===== src/rtl/phu_pkg.sv =====
package phu_pkg;
    typedef enum logic [1:0] {
        OP_ADD2 = 2'd0,
        OP_ASX  = 2'd1,
        OP_SAX  = 2'd2,
        OP_SUB2 = 2'd3
    } phu_op_e;

    localparam logic [3:0] COND_ALWAYS = 4'hE;
    localparam int unsigned NUM_LANES  = 2;
    localparam int unsigned GE_PER_LANE = 2;
endpackage


===== src/rtl/phu_route.sv =====
module phu_route
    import phu_pkg::*;
#(
    parameter int unsigned LANE_W = 16,
    localparam int unsigned DATA_W = NUM_LANES * LANE_W
) (
    input  logic [1:0]                      op_i,
    input  logic [DATA_W-1:0]               n_i,
    input  logic [DATA_W-1:0]               m_i,
    output logic [NUM_LANES-1:0][LANE_W-1:0] x_o,
    output logic [NUM_LANES-1:0][LANE_W-1:0] y_o,
    output logic [NUM_LANES-1:0]            sub_o
);
    logic [LANE_W-1:0] n_lo, n_hi, m_lo, m_hi;
    phu_op_e op;

    always_comb begin
        op   = phu_op_e'(op_i);
        n_lo = n_i[LANE_W-1:0];
        n_hi = n_i[DATA_W-1:LANE_W];
        m_lo = m_i[LANE_W-1:0];
        m_hi = m_i[DATA_W-1:LANE_W];
        x_o[0] = n_lo;
        x_o[1] = n_hi;
        unique case (op)
            OP_ADD2: begin y_o[0] = m_lo; y_o[1] = m_hi; sub_o = 2'b00; end
            OP_ASX:  begin y_o[0] = m_hi; y_o[1] = m_lo; sub_o = 2'b01; end
            OP_SAX:  begin y_o[0] = m_hi; y_o[1] = m_lo; sub_o = 2'b10; end
            OP_SUB2: begin y_o[0] = m_lo; y_o[1] = m_hi; sub_o = 2'b11; end
            default: begin y_o[0] = m_lo; y_o[1] = m_hi; sub_o = 2'b00; end
        endcase
    end
endmodule


===== src/rtl/phu_lane.sv =====
module phu_lane #(
    parameter int unsigned LANE_W = 16,
    localparam int unsigned SUM_W = LANE_W + 1
) (
    input  logic [LANE_W-1:0] x_i,
    input  logic [LANE_W-1:0] y_i,
    input  logic              sub_i,
    output logic [SUM_W-1:0]  sum_o,
    output logic              nonneg_o
);
    logic signed [SUM_W-1:0] xe, ye;

    always_comb begin
        xe       = $signed({x_i[LANE_W-1], x_i});
        ye       = $signed({y_i[LANE_W-1], y_i});
        sum_o    = sub_i ? (xe - ye) : (xe + ye);
        nonneg_o = ~sum_o[SUM_W-1];
    end
endmodule


===== src/rtl/packed_hadd_unit.sv =====
module packed_hadd_unit
    import phu_pkg::*;
#(
    parameter int unsigned LANE_W = 16,
    localparam int unsigned DATA_W = NUM_LANES * LANE_W,
    localparam int unsigned SUM_W  = LANE_W + 1,
    localparam int unsigned GE_W   = NUM_LANES * GE_PER_LANE
) (
    input  logic              clk,
    input  logic              rst_n,
    input  logic              issue_i,
    input  logic [1:0]        op_i,
    input  logic [3:0]        cond_i,
    input  logic              cond_pass_i,
    input  logic [DATA_W-1:0] opn_n_i,
    input  logic [DATA_W-1:0] opn_m_i,
    output logic [DATA_W-1:0] result_o,
    output logic              result_vld_o,
    output logic [GE_W-1:0]   ge_o,
    output logic              ge_upd_o
);
    logic [NUM_LANES-1:0][LANE_W-1:0] lx, ly;
    logic [NUM_LANES-1:0]             lsub, lnonneg;
    logic [NUM_LANES-1:0][SUM_W-1:0]  lsum;
    logic [DATA_W-1:0]                res_next;
    logic [GE_W-1:0]                  ge_next;
    logic                             exec;

    phu_route #(.LANE_W(LANE_W)) route_i (
        .op_i (op_i),
        .n_i  (opn_n_i),
        .m_i  (opn_m_i),
        .x_o  (lx),
        .y_o  (ly),
        .sub_o(lsub)
    );

    for (genvar g = 0; g < NUM_LANES; g++) begin : g_lane
        phu_lane #(.LANE_W(LANE_W)) lane_i (
            .x_i     (lx[g]),
            .y_i     (ly[g]),
            .sub_i   (lsub[g]),
            .sum_o   (lsum[g]),
            .nonneg_o(lnonneg[g])
        );
        assign res_next[g*LANE_W +: LANE_W]          = lsum[g][LANE_W-1:0];
        assign ge_next[g*GE_PER_LANE +: GE_PER_LANE] = {GE_PER_LANE{lnonneg[g]}};
    end

    assign exec = issue_i && ((cond_i == COND_ALWAYS) || cond_pass_i);

    always_ff @(posedge clk) begin
        if (!rst_n) begin
            result_vld_o <= 1'b0;
            ge_upd_o     <= 1'b0;
        end else begin
            result_vld_o <= exec;
            ge_upd_o     <= exec;
        end
    end

    always_ff @(posedge clk) begin
        if (!rst_n) begin
            result_o <= '0;
            ge_o     <= '0;
        end else if (exec) begin
            result_o <= res_next;
            ge_o     <= ge_next;
        end
    end
endmodule


===== config.mk =====
export PLATFORM = sky130hd
export DESIGN_NAME = packed_hadd_unit
export DESIGN_NICKNAME = d
export VERILOG_FILES = /design/src/rtl/phu_pkg.sv /design/src/rtl/phu_route.sv /design/src/rtl/phu_lane.sv /design/src/rtl/packed_hadd_unit.sv
export SDC_FILE = /design/constraint.sdc
export NUM_CORES = 1
export LEC_CHECK = 0
export ABC_AREA = 1
export BUFFER_PORTS_ARGS = -buffer_cell sky130_fd_sc_hd__buf_4
export CAP_MARGIN = 20
export CORE_ASPECT_RATIO = 0.9
export CORE_MARGIN = 5
export CORE_UTILIZATION = 40
export DETAILED_ROUTE_END_ITERATION = 12
export MAX_ROUTING_LAYER = met4
export PLACE_DENSITY = 0.73
export SYNTH_ARGS = -nofsm -noshare
export SYNTH_HDL_FRONTEND = slang
export SYNTH_SLANG_ARGS = --single-unit

===== constraint.sdc =====
create_clock -name clk -period 4.81 [get_ports clk]
set_input_delay 0.962 -clock clk [delete_from_list [all_inputs] [get_ports clk]]
set_output_delay 0.962 -clock clk [all_outputs]
set_load 0.005 [all_outputs]

# [After elaboration in Yosys (flattened, before gate mapping)]
# Cells that the tools add are included.
[word_totals] regBits=36 inputBits=74 out_inout_bits=38 word_cells=22
[op_classes] addsub=4 n_eq_ne=4 n_mux=4 n_bitwise=2 n_reduce_logical=5
[op_table] op="$pmux W32 S2" count=1
[op_table] op="$add A16 B16 Y17" count=2
[op_table] op="$mux W17" count=2
[op_table] op="$sub A16 B16 Y17" count=2
[op_table] op="$pmux W2 S4" count=1
[op_table] op="$eq A2 B2 Y1 const B" count=2
[op_table] op="$eq A4 B4 Y1 const B" count=1
[op_table] op="$reduce_or A2 Y1" count=2
[op_table] op="$eq A2 B1 Y1 const B" count=1
[op_table] op="$logic_not A2 Y1" count=1
[op_table] op="$not A1 Y1" count=2
[op_table] op="$logic_and A1 B1 Y1" count=1
[op_table] op="$logic_or A1 B1 Y1" count=1

# [Logic depth before layout (Yosys ltp)]
# Gate-level depths: netlist of the first run.
[logic_depth] ltp_word=6 mapped_depth=27 depth_no_buf=25

# [By module]
# A second synthesis of the first run with hierarchy kept.
[hier_totals] cells_unflattened=918 area_unflattened_um2=5356.4
[by_module_without_submodules] mod="phu_lane" instances=2 cells_each=269 area_each_um2=1460.2 seq_area_each_um2=0.0
[by_module_without_submodules] mod="packed_hadd_unit" instances=1 cells_each=235 area_each_um2=1627.8 seq_area_each_um2=700.7
[by_module_without_submodules] mod="phu_route" instances=1 cells_each=145 area_each_um2=808.3 seq_area_each_um2=0.0

# [Least setup slack after synthesis of the first run]
# Ideal clock, no wire load.
[synth_timing] path_kind="input to register" from="input op_i[0]" to="register result_o[15]" setup_time_ns=0.109 t_arrival_ns=3.608 required_ns=4.701 slack_ns=1.093 cell_stages=23 n_path_buf=2 cell_sequence="inv_1 ha_1 buf_6 inv_4 buf_6 o21ai_1 inv_1 ha_1 nand3_1 nor2_4 nand3_2 o21ai_0 xor2_1 ha_1 a21oi_1 o21a_1 nor2_1 nor2_1 nand2_1 nand2_1 nand3_1 nand2_1 inv_1"
[synth_between] elab_chain_cells=5 word_cells_on_any_way=11 classes_between="add/sub (2); eq/ne (3); mux (3); reduce/logical (3)"
[synth_rtl] element="start, declared" line_no="packed_hadd_unit.sv:12" rtl="input logic [1:0] op_i,"
[synth_rtl] element="$eq A2 B2 Y1, or another cell as far along" line_no="phu_route.sv:25" rtl="unique case (op)"
[synth_rtl] element="$reduce_or A2 Y1 (no line)"
[synth_rtl] element="$pmux W32 S2" line_no="phu_route.sv:25"
[synth_rtl] element="$add A16 B16 Y17 / $sub A16 B16 Y17 (equally long branches)" line_no="phu_lane.sv:16" rtl="sum_o = sub_i ? (xe - ye) : (xe + ye);"
[synth_rtl] element="$mux W17 (*)" line_no="phu_lane.sv:16"
[synth_rtl] element="end signal, assigned" line_no="packed_hadd_unit.sv:67" rtl="result_o <= res_next;"
[synth_rtl] element="end, declared" line_no="packed_hadd_unit.sv:17" rtl="output logic [DATA_W-1:0] result_o,"
# Every way passes the cells marked *; elsewhere a longest branch is shown, timed or not.
# A chain may end at the register's enable or synchronous reset.

# [Final worst setup path of the first run]
[layout_timing] from="input op_i[0]" to="register result_o[31]"
# Same word-level chain as after synthesis.

==> results.ini, run 1 <==
[placed_design]
placed_cells_incl_taps = 970
place_ws_ns = 0.5401
place.port_buffers = 111
place_hpwl_mm = 10.32
routabilityCongestion = 0.9075

[setup_path]
timing_worst_setup_path_type = in2reg
crit-reg2reg-launch = ge_o[2]$_SDFFE_PN0P_
reg2reg_setup_slack_ns = 4.08
regToRegEndpoint = ge_o[2]$_SDFFE_PN0P_
critical_path.max_fanout = 32
required_ns = 4.98
worst-endpoint-arrival_ns = 4.22
endpoint_kind = register
timing.reg2reg.worst_path_depth = 2
critical_path.startpoint = op_i[0]
cp-start-kind = input pin

[die]
floorplan.io_pins = 112
floorplan.rows = 36
die_height_um = 109.8
die_width_um = 120.9
fp.dieArea_um2 = 13270
effective_utilization_at_floorplan_pct = 40.94
design.core.area_um2 = 10810

[grt]
global_route_wire_length_before_repair_mm = 20.45
initial_antenna_violation_count = 0
first_global_vias = 4311
grt_start_max_net_pins = 63
global_route.overflow_total = 0
globalRouteTotalUtil_pct = 19.44

[yosys]
muxShareOfSynthArea_pct = 0
synth.ff_latch_count = 35
synthFlopType = sky130_fd_sc_hd__dfxtp_1
most_common_library_cells_after_synthesis = sky130_fd_sc_hd__nand2_1 (208), sky130_fd_sc_hd__inv_1 (108), sky130_fd_sc_hd__nor2_1 (82)
synth_top_cell_area_share_pct = 17.64
synthesis.yosys.warnings = 0
synth-edff-count = 0
yosysMostFrequentCell = sky130_fd_sc_hd__nand2_1
synth.lib_cells_used.distinct = 43
simple_gate_share_of_the_synthesized_area_pct = 39.27
async_flop_share_pct = 0
avgSynthCellArea_um2 = 5.940
yosys.area_share.adder_pct = 11.65
synth_top_family_by_area = simple AND/OR/NAND/NOR gates
synth.largest_area_cell = sky130_fd_sc_hd__nand2_1
synthXorXnorAreaFrac_pct = 7.718
syn_inst = 745
synth_fp_nets = 859
synth_area_um2 = 4425
compound_gate_portion_of_the_synthesized_area_pct = 12.89
synth_sequential_area_ratio_pct = 15.83
netlist_top_cells_area = sky130_fd_sc_hd__nand2_1 (18%), sky130_fd_sc_hd__dfxtp_1 (16%), sky130_fd_sc_hd__ha_1 (11%), sky130_fd_sc_hd__inv_1 (9.2%), sky130_fd_sc_hd__nor2_1 (7.0%)

[min_path]
min_from = result_o[1]$_SDFFE_PN0P_
hold_end = result_o[1]$_SDFFE_PN0P_
hold_wc_path_type = reg2reg
worstHoldPathCells = 2

[drt]
routed-wl-met3_um = 617
first_pass_iters = 6
viasPerCell = 4.900
detailroute.via_count = 4792
met2_length_mm = 5.154
drc = 0
finalWirelength_mm = 12.44
initialDrtViolationCount = 294
detail_route.wl_per_cell_um = 12.72
top_layer = met4
drt-met1-wl_mm = 6.352
drt.antenna.violating_nets = 0

[layout]
layout-area-overhead-vs-synth_pct = 22.96
antenna-diode-count = 0
drive_above_1_share_pct = 19.41
design.final.nets = 958
fin_cells = 978

[clock_network]
clock_latency_ns = 0.28
cts_made_buffers = 5
cts_setup_buffers = 0
sinks_on_clock_net = 35
cts_tree = yes
clock_path_buffers = 2
cts.repair.resized = 0
clkSlewWorstSetupHoldPaths_ns = 0.05
postCtsHoldBufs = 0
htreeDepth = 2
cts_root_buffer = sky130_fd_sc_hd__clkbuf_16

[power]
p_leak_uw = 0.003054
power.density_cell_area_nw_per_um2 = 287.1
power.ir.vdd_worst_v = 0.0001490

[sta]
timing.fmax_ghz = 0.2471
timing.slew.headroom_pct = 32.72
grt_setup_unrepaired = false
finalSetupViolCount = 0
final_critical_path_setup_slack_ns = 0.7629
post_route_clock_period_utilization_pct = 84.14
worst-slew-pin-transition_ns = 1.008
finalMaxSlewViolations = 0
totalNegativeSetupSlack_ns = 0
period_needed_ns = 4.047
finalHoldViolCount = 0
clock-skew-final_ns = 0

[status]
outcome = finished, final reports clean

[job]
cap_violations = 0

worst max-delay path: stages:
cell and delay (ns):
sky130_fd_sc_hd__buf_4 0.09, sky130_fd_sc_hd__inv_1 0.05, sky130_fd_sc_hd__ha_1 0.33, sky130_fd_sc_hd__buf_4 0.32
sky130_fd_sc_hd__nand2_1 0.11, sky130_fd_sc_hd__o21ai_2 0.10, sky130_fd_sc_hd__ha_1 0.21, sky130_fd_sc_hd__nand3_1 0.09
sky130_fd_sc_hd__nor2_2 0.15, sky130_fd_sc_hd__nand3_1 0.13, sky130_fd_sc_hd__o21ai_0 0.23, sky130_fd_sc_hd__xor2_1 0.18
sky130_fd_sc_hd__ha_1 0.30, sky130_fd_sc_hd__a21oi_1 0.23, sky130_fd_sc_hd__o21ai_0 0.17, sky130_fd_sc_hd__a21oi_1 0.22
sky130_fd_sc_hd__nand2_1 0.07, sky130_fd_sc_hd__nand2_1 0.06, sky130_fd_sc_hd__nand3_1 0.06, sky130_fd_sc_hd__nand2_1 0.10
sky130_fd_sc_hd__inv_1 0.04
layout make-up:
cell class | instances | area, µm²
fill | 1148 | 5369
multi-input combinational | 577 | 3166
timing repair buffer | 113 | 848.3
sequential | 35 | 700.7
inverter | 112 | 422.9
tap | 133 | 166.4
clock buffer | 7 | 132.6
clock inverter | 1 | 5.005
registers in the layout, summed over array words and instances (netlist names):
register  count
ge_o          2
ge_upd_o      1
result_o     32
metal layers:
layer,vias up,GRT usage (%)
met5,-,-
met4,0,6.796
met1,2090,28.26
met3,25,1.800
met2,128,28.00
li1,2549,-
worst max-delay path by stage:
stage	endpoint
2_1_floorplan	result_o[15]$_SDFFE_PN0P_
5_1_grt	result_o[31]$_SDFFE_PN0P_
6_report	result_o[31]$_SDFFE_PN0P_
4_1_cts	result_o[31]$_SDFFE_PN0P_
3_5_place_dp	result_o[31]$_SDFFE_PN0P_
3_3_place_gp	result_o[30]$_SDFFE_PN0P_
kinds of logic after synthesis:
logic type	after synthesis
AO/OA/AOI/OAI	98
XOR/XNOR	39
adder cells (fa/ha/maj)	40
buffers and inverters	133
flip-flops	35
AND/OR/NAND/NOR	400
stage by stage:
stage | util (%) | power (µW) | hold WS, ns | area [µm²]
after global routing | 50.34 | 1711 | 0.5106 | 5441
after detailed placement | 49.06 | 1242 | 0.4754 | 5304
final | 50.34 | 1562 | 0.4828 | 5441
after floorplan | - | 998.6 | 0.4799 | 4425
after CTS | 50.34 | 1565 | 0.4886 | 5441
after global placement | 49.06 | 1237 | 0.4681 | 5304
cells in the final DEF, fill, tap and decap left out, types with 5 or more instances in the layout:
cell                        netlist  layout
sky130_fd_sc_hd__nand2_1        208     208
sky130_fd_sc_hd__buf_4            5     113
sky130_fd_sc_hd__inv_1          108     108
sky130_fd_sc_hd__nor2_1          82      82
sky130_fd_sc_hd__nand3_1         53      53
sky130_fd_sc_hd__a21oi_1         38      38
sky130_fd_sc_hd__ha_1            38      38
sky130_fd_sc_hd__dfxtp_1         35      35
sky130_fd_sc_hd__o21ai_0         30      30
sky130_fd_sc_hd__xor2_1          21      21
sky130_fd_sc_hd__nand2_2         20      20
sky130_fd_sc_hd__xnor2_1         18      18
sky130_fd_sc_hd__nand4_1          9       9
sky130_fd_sc_hd__nor2_2           6       6
sky130_fd_sc_hd__o21bai_1         6       6
sky130_fd_sc_hd__a21o_1           5       5
sky130_fd_sc_hd__nor3_1           5       5
sky130_fd_sc_hd__clkbuf_16        0       5
power by group:
group | switching [µW] | total [µW] | internal [µW] | leakage, µW
logic | 544 | 909 | 365 | 0.00270
registers | 16.0 | 336 | 320 | 0.000289
clock network | 127 | 318 | 192 | 0.0000679
total | 687 | 1560 | 876 | 0.00305
(Power assumes the default switching activity.)
==> run 2: changes to the inputs <==
clock period = 3.9 ns   (was 4.81 ns; I/O delays follow)
==> results.ini, run 2 (synthesis gave the netlist of run 1 again) <==
[drt]
drc = 0  ; unchanged
finalWirelength_mm = 12.42  ; -0.14%
drt.antenna.violating_nets = 0  ; unchanged
detail_route.wl_per_cell_um = 12.37  ; -2.7%
detailroute.via_count = 4743  ; -1.0%
initialDrtViolationCount = 259  ; -12%
viasPerCell = 4.724  ; -3.6%
first_pass_iters = 5  ; -1

[layout]
design.final.nets = 984  ; +2.7%
layout-area-overhead-vs-synth_pct = 28.89
reg_top3 = result_o: 32 flops, ge_o: 2 flops, ge_upd_o: 1 flops
antenna-diode-count = 0  ; unchanged
multi_input_area_um2 = 3202  ; +1.1%
fin_cells = 1004  ; +2.7%
largest_reg_flops = 32  ; unchanged
layout.cells.most_common_list = sky130_fd_sc_hd__nand2_1 (206), sky130_fd_sc_hd__buf_4 (139), sky130_fd_sc_hd__inv_1 (108), sky130_fd_sc_hd__nor2_1 (81), sky130_fd_sc_hd__nand3_1 (53)
max_flop_register = result_o
postLayoutCellArea_um2 = 5704  ; +4.8%
fill_count = 1141  ; -0.61%
sequential_cell_area_um2 = 700.7  ; unchanged
final_common_cell = sky130_fd_sc_hd__nand2_1
drive_above_1_share_pct = 22.96  ; +3.6 points

[die]
die_width_um = 120.9  ; unchanged
effective_utilization_at_floorplan_pct = 40.94  ; unchanged
floorplan.rows = 36  ; unchanged
die_height_um = 109.8  ; unchanged
fp.dieArea_um2 = 13270  ; unchanged
floorplan.io_pins = 112  ; unchanged
design.core.area_um2 = 10810  ; unchanged

[grt]
first_global_vias = 4393  ; +1.9%
initial_antenna_violation_count = 0  ; unchanged
global_route_wire_length_before_repair_mm = 20.69  ; +1.2%
grt_start_max_net_pins = 39  ; -38%
global_route.overflow_total = 0  ; unchanged
globalRouteTotalUtil_pct = 19.52  ; +0.081 points

[power]
power.ir.vdd_worst_v = 0.0001946  ; +31%
total_power_uw = 2067  ; +32%
power.density_cell_area_nw_per_um2 = 362.3  ; +26%
p_leak_uw = 0.003195  ; +4.6%

[sta]
clock-skew-final_ns = 0  ; unchanged
finalMaxSlewViolations = 0  ; unchanged
period_needed_ns = 3.623
grt_setup_unrepaired = false
timing.slew.headroom_pct = 56.60  ; +24 points
finalSetupViolCount = 0  ; unchanged
timing.fmax_ghz = 0.2760
worst-slew-pin-transition_ns = 0.6503  ; -0.3573 ns
finalHoldViolCount = 0  ; unchanged
final_critical_path_setup_slack_ns = 0.2770  ; -0.4860 ns
post_route_clock_period_utilization_pct = 92.90

[min_path]
min_from = result_o[1]$_SDFFE_PN0P_
hold_wc_path_type = reg2reg

[status]
outcome = finished, final reports clean

[setup_path]
critical_path.max_fanout = 10  ; -69%
timing_worst_setup_path_type = in2reg
worstPathCellList = buf_4, inv_1, ha_4, buf_4, buf_4, o21ai_2, ha_1, nand3_1, nor2_4, nand3_2, o21ai_1, xor2_1, ha_1, a21oi_1, o21a_1, nor2_1, nor2_1, nand2_1, nand2_1, nand3_1, nand2_1, inv_1
max_stage_delay_ns = 0.31  ; -0.02 ns
cp.buffers_inverters = 5  ; +1
timing.critical_path.max_delay_family = simple AND/OR/NAND/NOR gates
endpoint_kind = register
cp-start-kind = input pin
reg2reg_setup_slack_ns = 3.16  ; -0.92 ns
slowest_cell_on_crit_path = sky130_fd_sc_hd__ha_1
critical_path.startpoint = op_i[0]
worst-endpoint-arrival_ns = 3.80  ; -0.42 ns
crit-reg2reg-launch = ge_o[2]$_SDFFE_PN0P_
required_ns = 4.08  ; -0.90 ns

[clock_network]
cts_root_buffer = sky130_fd_sc_hd__clkbuf_16
cts_setup_buffers = 0  ; unchanged
sinks_on_clock_net = 35  ; unchanged
clock_path_buffers = 2  ; unchanged
cts_made_buffers = 5  ; unchanged
clkSlewWorstSetupHoldPaths_ns = 0.06  ; about the same
htreeDepth = 2  ; unchanged
cts_tree = yes
clock_latency_ns = 0.28  ; about the same

[placed_design]
place.port_buffers = 111  ; unchanged
routabilityCongestion = 0.9636  ; +6.2%
placed_cells_incl_taps = 996  ; +2.7%
place_ws_ns = -0.09402  ; -0.6341 ns
total_placed_instance_area_um2 = 5499  ; +3.7%
place_hpwl_mm = 10.50  ; +1.8%

[job]
cap_violations = 0  ; unchanged

==> run 2: repair_timing <==
action                     4_1_cts  5_1_grt
hold buffers                     0        0
setup endpoints to repair        0        5
resized for setup                0        9
==> run 2: tightest hold or removal path, stage by stage (launching register included) <==
cell and delay, ns:
sky130_fd_sc_hd__dfxtp_1 0.32, sky130_fd_sc_hd__nor2_1 0.05, sky130_fd_sc_hd__nor2_1 0.08
==> run 2: path summary, 6_finish.rpt <==
kind / to / cells after the start
worst min-delay path: result_o[1]$_SDFFE_PN0P_ / 2
worst min register to register: result_o[1]$_SDFFE_PN0P_ / 2
worst max-delay path: result_o[15]$_SDFFE_PN0P_ / 22
worst max register to register: ge_o[2]$_SDFFE_PN0P_ / 2
==> run 2: area by class of cell <==
class                   count  share of cell area, %
clock buffers               5                  2.193
well taps                 133                  2.917
multi-input cells         577                  56.13
repair buffers            139                  18.29
clock inverters             3                 0.7677
flip-flops and latches     35                  12.28
inverters                 112                  7.414
==> run 2: routing by layer <==
metal	vias up	track usage [%]	share of wire (%)
met2	114	31.34	44
met5	-	-	0
met1	2034	27.41	51
met3	4	1.800	4.6
li1	2591	-	-
met4	0	2.751	0.51
==> run 2: power by group <==
group / switching [µW] / total (µW) / internal, µW
Combinational: 684 / 1180 / 498
Sequential: 20.2 / 414 / 394
Clock: 168 / 469 / 302
==> run 2: per-stage QoR <==
step | setup TNS, ns | hold WS, ns | utilization [%]
after global routing | 0 | 0.5141 | 52.77
final | 0 | 0.4844 | 52.77
after floorplan | 0 | 0.4799 | -
after CTS | 0 | 0.4912 | 52.43
after global placement | 0 | 0.4708 | 50.87
after detailed placement | -0.2466 | 0.4804 | 50.87
==> run 3: changes to the inputs <==
CORE_UTILIZATION = 30   (was 40)
PLACE_DENSITY = 0.6   (was 0.73)
TNS_END_PERCENT = 30   (was unset)
==> results.ini, run 3 (synthesis gave the netlist of run 1 again) <==
[die]
fp.dieArea_um2 = 17280  ; +30%
die_height_um = 125.2  ; +14%
floorplan.rows = 42  ; +17%
floorplan.io_pins = 112  ; unchanged
effective_utilization_at_floorplan_pct = 30.29  ; -11 points
die_width_um = 138.0  ; +14%
design.core.area_um2 = 14610  ; +35%

[power]
p_leak_uw = 0.003196  ; about the same
power.density_cell_area_nw_per_um2 = 358.9  ; -0.94%
power.ir.vdd_worst_v = 0.0001388  ; -29%

[sta]
totalNegativeSetupSlack_ns = 0  ; unchanged
finalHoldViolCount = 0  ; unchanged
timing.slew.headroom_pct = 55.98  ; -0.61 points
post_route_clock_period_utilization_pct = 93.37  ; +0.47 points
finalSetupViolCount = 0  ; unchanged
grt_setup_unrepaired = true
finalMaxSlewViolations = 0  ; unchanged
period_needed_ns = 3.642  ; +0.01847 ns
hold_ws_ns = 0.4847  ; +0.0003730 ns
clock-skew-final_ns = 0  ; unchanged
worst-slew-pin-transition_ns = 0.6533  ; +0.002990 ns
timing.fmax_ghz = 0.2746  ; -0.51%

[layout]
fill_count = 1619  ; +42%
layout.core_utilization_pct = 39.52  ; -13 points
max_flop_register = result_o
drive_above_1_share_pct = 22.50  ; -0.46 points
fin_cells = 1069  ; +6.5%
reg_top3 = result_o: 32 flops, ge_o: 2 flops, ge_upd_o: 1 flops
layout.cells.most_common_list = sky130_fd_sc_hd__nand2_1 (208), sky130_fd_sc_hd__buf_4 (139), sky130_fd_sc_hd__inv_1 (108), sky130_fd_sc_hd__nor2_1 (82), sky130_fd_sc_hd__nand3_1 (53)
antenna-diode-count = 0  ; unchanged
largest_reg_flops = 32  ; unchanged
design.final.nets = 984  ; unchanged
postLayoutCellArea_um2 = 5773  ; +1.2%
layout-area-overhead-vs-synth_pct = 30.45
final_common_cell = sky130_fd_sc_hd__nand2_1

[drt]
drc = 0  ; unchanged
finalWirelength_mm = 13.53  ; +8.9%
viasPerCell = 4.388  ; -7.1%
first_pass_iters = 4  ; -1
detailroute.via_count = 4691  ; -1.1%
initialDrtViolationCount = 256  ; -1.2%
drt.antenna.violating_nets = 0  ; unchanged
detail_route.wl_per_cell_um = 12.65  ; +2.3%

[placed_design]
place.port_buffers = 111  ; unchanged
total_placed_instance_area_um2 = 5580  ; +1.5%
placed_cells_incl_taps = 1061  ; +6.5%
place_hpwl_mm = 11.72  ; +12%
routabilityCongestion = 0.9334  ; -3.1%

[setup_path]
cp-start-kind = input pin
timing_worst_setup_path_type = in2reg
required_ns = 4.14  ; +0.06 ns
critical_path.max_fanout = 11  ; +1
crit-reg2reg-launch = result_o[21]$_SDFFE_PN0P_
worst-endpoint-arrival_ns = 3.88  ; +0.08 ns
critical_path.startpoint = op_i[0]
endpoint_kind = register

[clock_network]
cts_root_buffer = sky130_fd_sc_hd__clkbuf_16
htreeDepth = 2  ; unchanged
cts_made_buffers = 5  ; unchanged
cts.repair.resized = 0  ; unchanged
sinks_on_clock_net = 35  ; unchanged
clock_path_buffers = 2  ; unchanged
postCtsHoldBufs = 0  ; unchanged
clock_latency_ns = 0.29  ; about the same
cts_setup_buffers = 0  ; unchanged
cts_tree = yes
clkSlewWorstSetupHoldPaths_ns = 0.06  ; about the same

[min_path]
min_from = result_o[1]$_SDFFE_PN0P_
hold_wc_path_type = reg2reg

[grt]
grt_use_met1_pct = 22.92  ; -4.5 points
grt_start_max_net_pins = 39  ; unchanged
groute.layer.met3.usage_pct = 1.985  ; +0.19 points
globalRouteTotalUtil_pct = 15.91  ; -3.6 points
initial_antenna_violation_count = 0  ; unchanged
global_route.overflow_total = 0  ; unchanged
busiest_layer = met2
global_route_wire_length_before_repair_mm = 22.18  ; +7.2%
first_global_vias = 4500  ; +2.4%
met2_demand_to_capacity_share_in_global_routing_pct = 23.59  ; -7.7 points

[status]
outcome = finished, final reports clean

[job]
cap_violations = 0  ; unchanged

==> run 3: cell count changes in the layout (fill, tap and decap cells not counted) <==
cell | previous run | this run
sky130_fd_sc_hd__a21oi_2 | 3 | 4
sky130_fd_sc_hd__o21ai_0 | 29 | 28
sky130_fd_sc_hd__nand2_2 | 22 | 20
sky130_fd_sc_hd__a21oi_1 | 36 | 35
sky130_fd_sc_hd__ha_2 | 1 | 0
sky130_fd_sc_hd__ha_1 | 36 | 37
sky130_fd_sc_hd__nor2_1 | 81 | 82
sky130_fd_sc_hd__nor4_2 | 1 | 0
sky130_fd_sc_hd__nor4_1 | 0 | 1
sky130_fd_sc_hd__o21ai_1 | 4 | 5
sky130_fd_sc_hd__nand2_1 | 206 | 208
sky130_fd_sc_hd__nor2_2 | 7 | 6
==> run 3: path summary, 6_finish.rpt <==
path                               endpoint  slack (ns)  cells after the start
setup reg to reg  result_o[21]$_SDFFE_PN0P_        3.19                      4
setup / recovery  result_o[24]$_SDFFE_PN0P_        0.26                     22
hold reg to reg    result_o[1]$_SDFFE_PN0P_        0.48                      2
hold / removal     result_o[1]$_SDFFE_PN0P_        0.48                      2
==> run 3: worst max-delay path: stages <==
cell                       delay, ns
sky130_fd_sc_hd__buf_4          0.08
sky130_fd_sc_hd__inv_1          0.04
sky130_fd_sc_hd__ha_1           0.37
sky130_fd_sc_hd__buf_4          0.19
sky130_fd_sc_hd__buf_4          0.17
sky130_fd_sc_hd__nand2_1        0.06
sky130_fd_sc_hd__o21ai_1        0.08
sky130_fd_sc_hd__inv_1          0.08
sky130_fd_sc_hd__nand2_1        0.09
sky130_fd_sc_hd__o21ai_4        0.20
sky130_fd_sc_hd__o21ai_0        0.15
sky130_fd_sc_hd__xnor2_1        0.18
sky130_fd_sc_hd__ha_1           0.38
sky130_fd_sc_hd__inv_1          0.09
sky130_fd_sc_hd__o21bai_1       0.19
sky130_fd_sc_hd__a21oi_1        0.06
sky130_fd_sc_hd__nand2_1        0.12
sky130_fd_sc_hd__inv_1          0.06
sky130_fd_sc_hd__or2_2          0.26
sky130_fd_sc_hd__nand3_1        0.07
sky130_fd_sc_hd__o211ai_1       0.10
sky130_fd_sc_hd__inv_1          0.07
==> run 3: final cells by class <==
| cell class | count | area (µm²) | area share, % |
|---|---|---|---|
| clock buffer | 5 | 125.1 | 2.167 |
| clock inverter | 3 | 43.79 | 0.7586 |
| multi-input combinational | 577 | 3189 | 55.24 |
| timing repair buffer | 139 | 1044 | 18.08 |
| tap | 198 | 247.7 | 4.291 |
| sequential | 35 | 700.7 | 12.14 |
| inverter | 112 | 422.9 | 7.326 |
==> run 3: report_power, final <==
group,leakage (µW),internal (µW),switching (µW)
sequential,0.000289,394,21.0
combinational,0.00282,497,693
clock,0.0000838,301,166
==> run 3: routing by layer <==
metal	vias up	share of wire, %
met2	106	41
met5	-	0
met4	0	1.3
met1	1980	54
li1	2597	-
met3	8	3.8
==> run 3: stage by stage <==
step	total power (µW)	worst slack, ns
after floorplan	1232	0.3647
after global placement	1597	-0.02632
after detailed placement	1601	-0.04049
after CTS	2075	0.2555
after global routing	2257	-0.01768
final	2072	0.2585
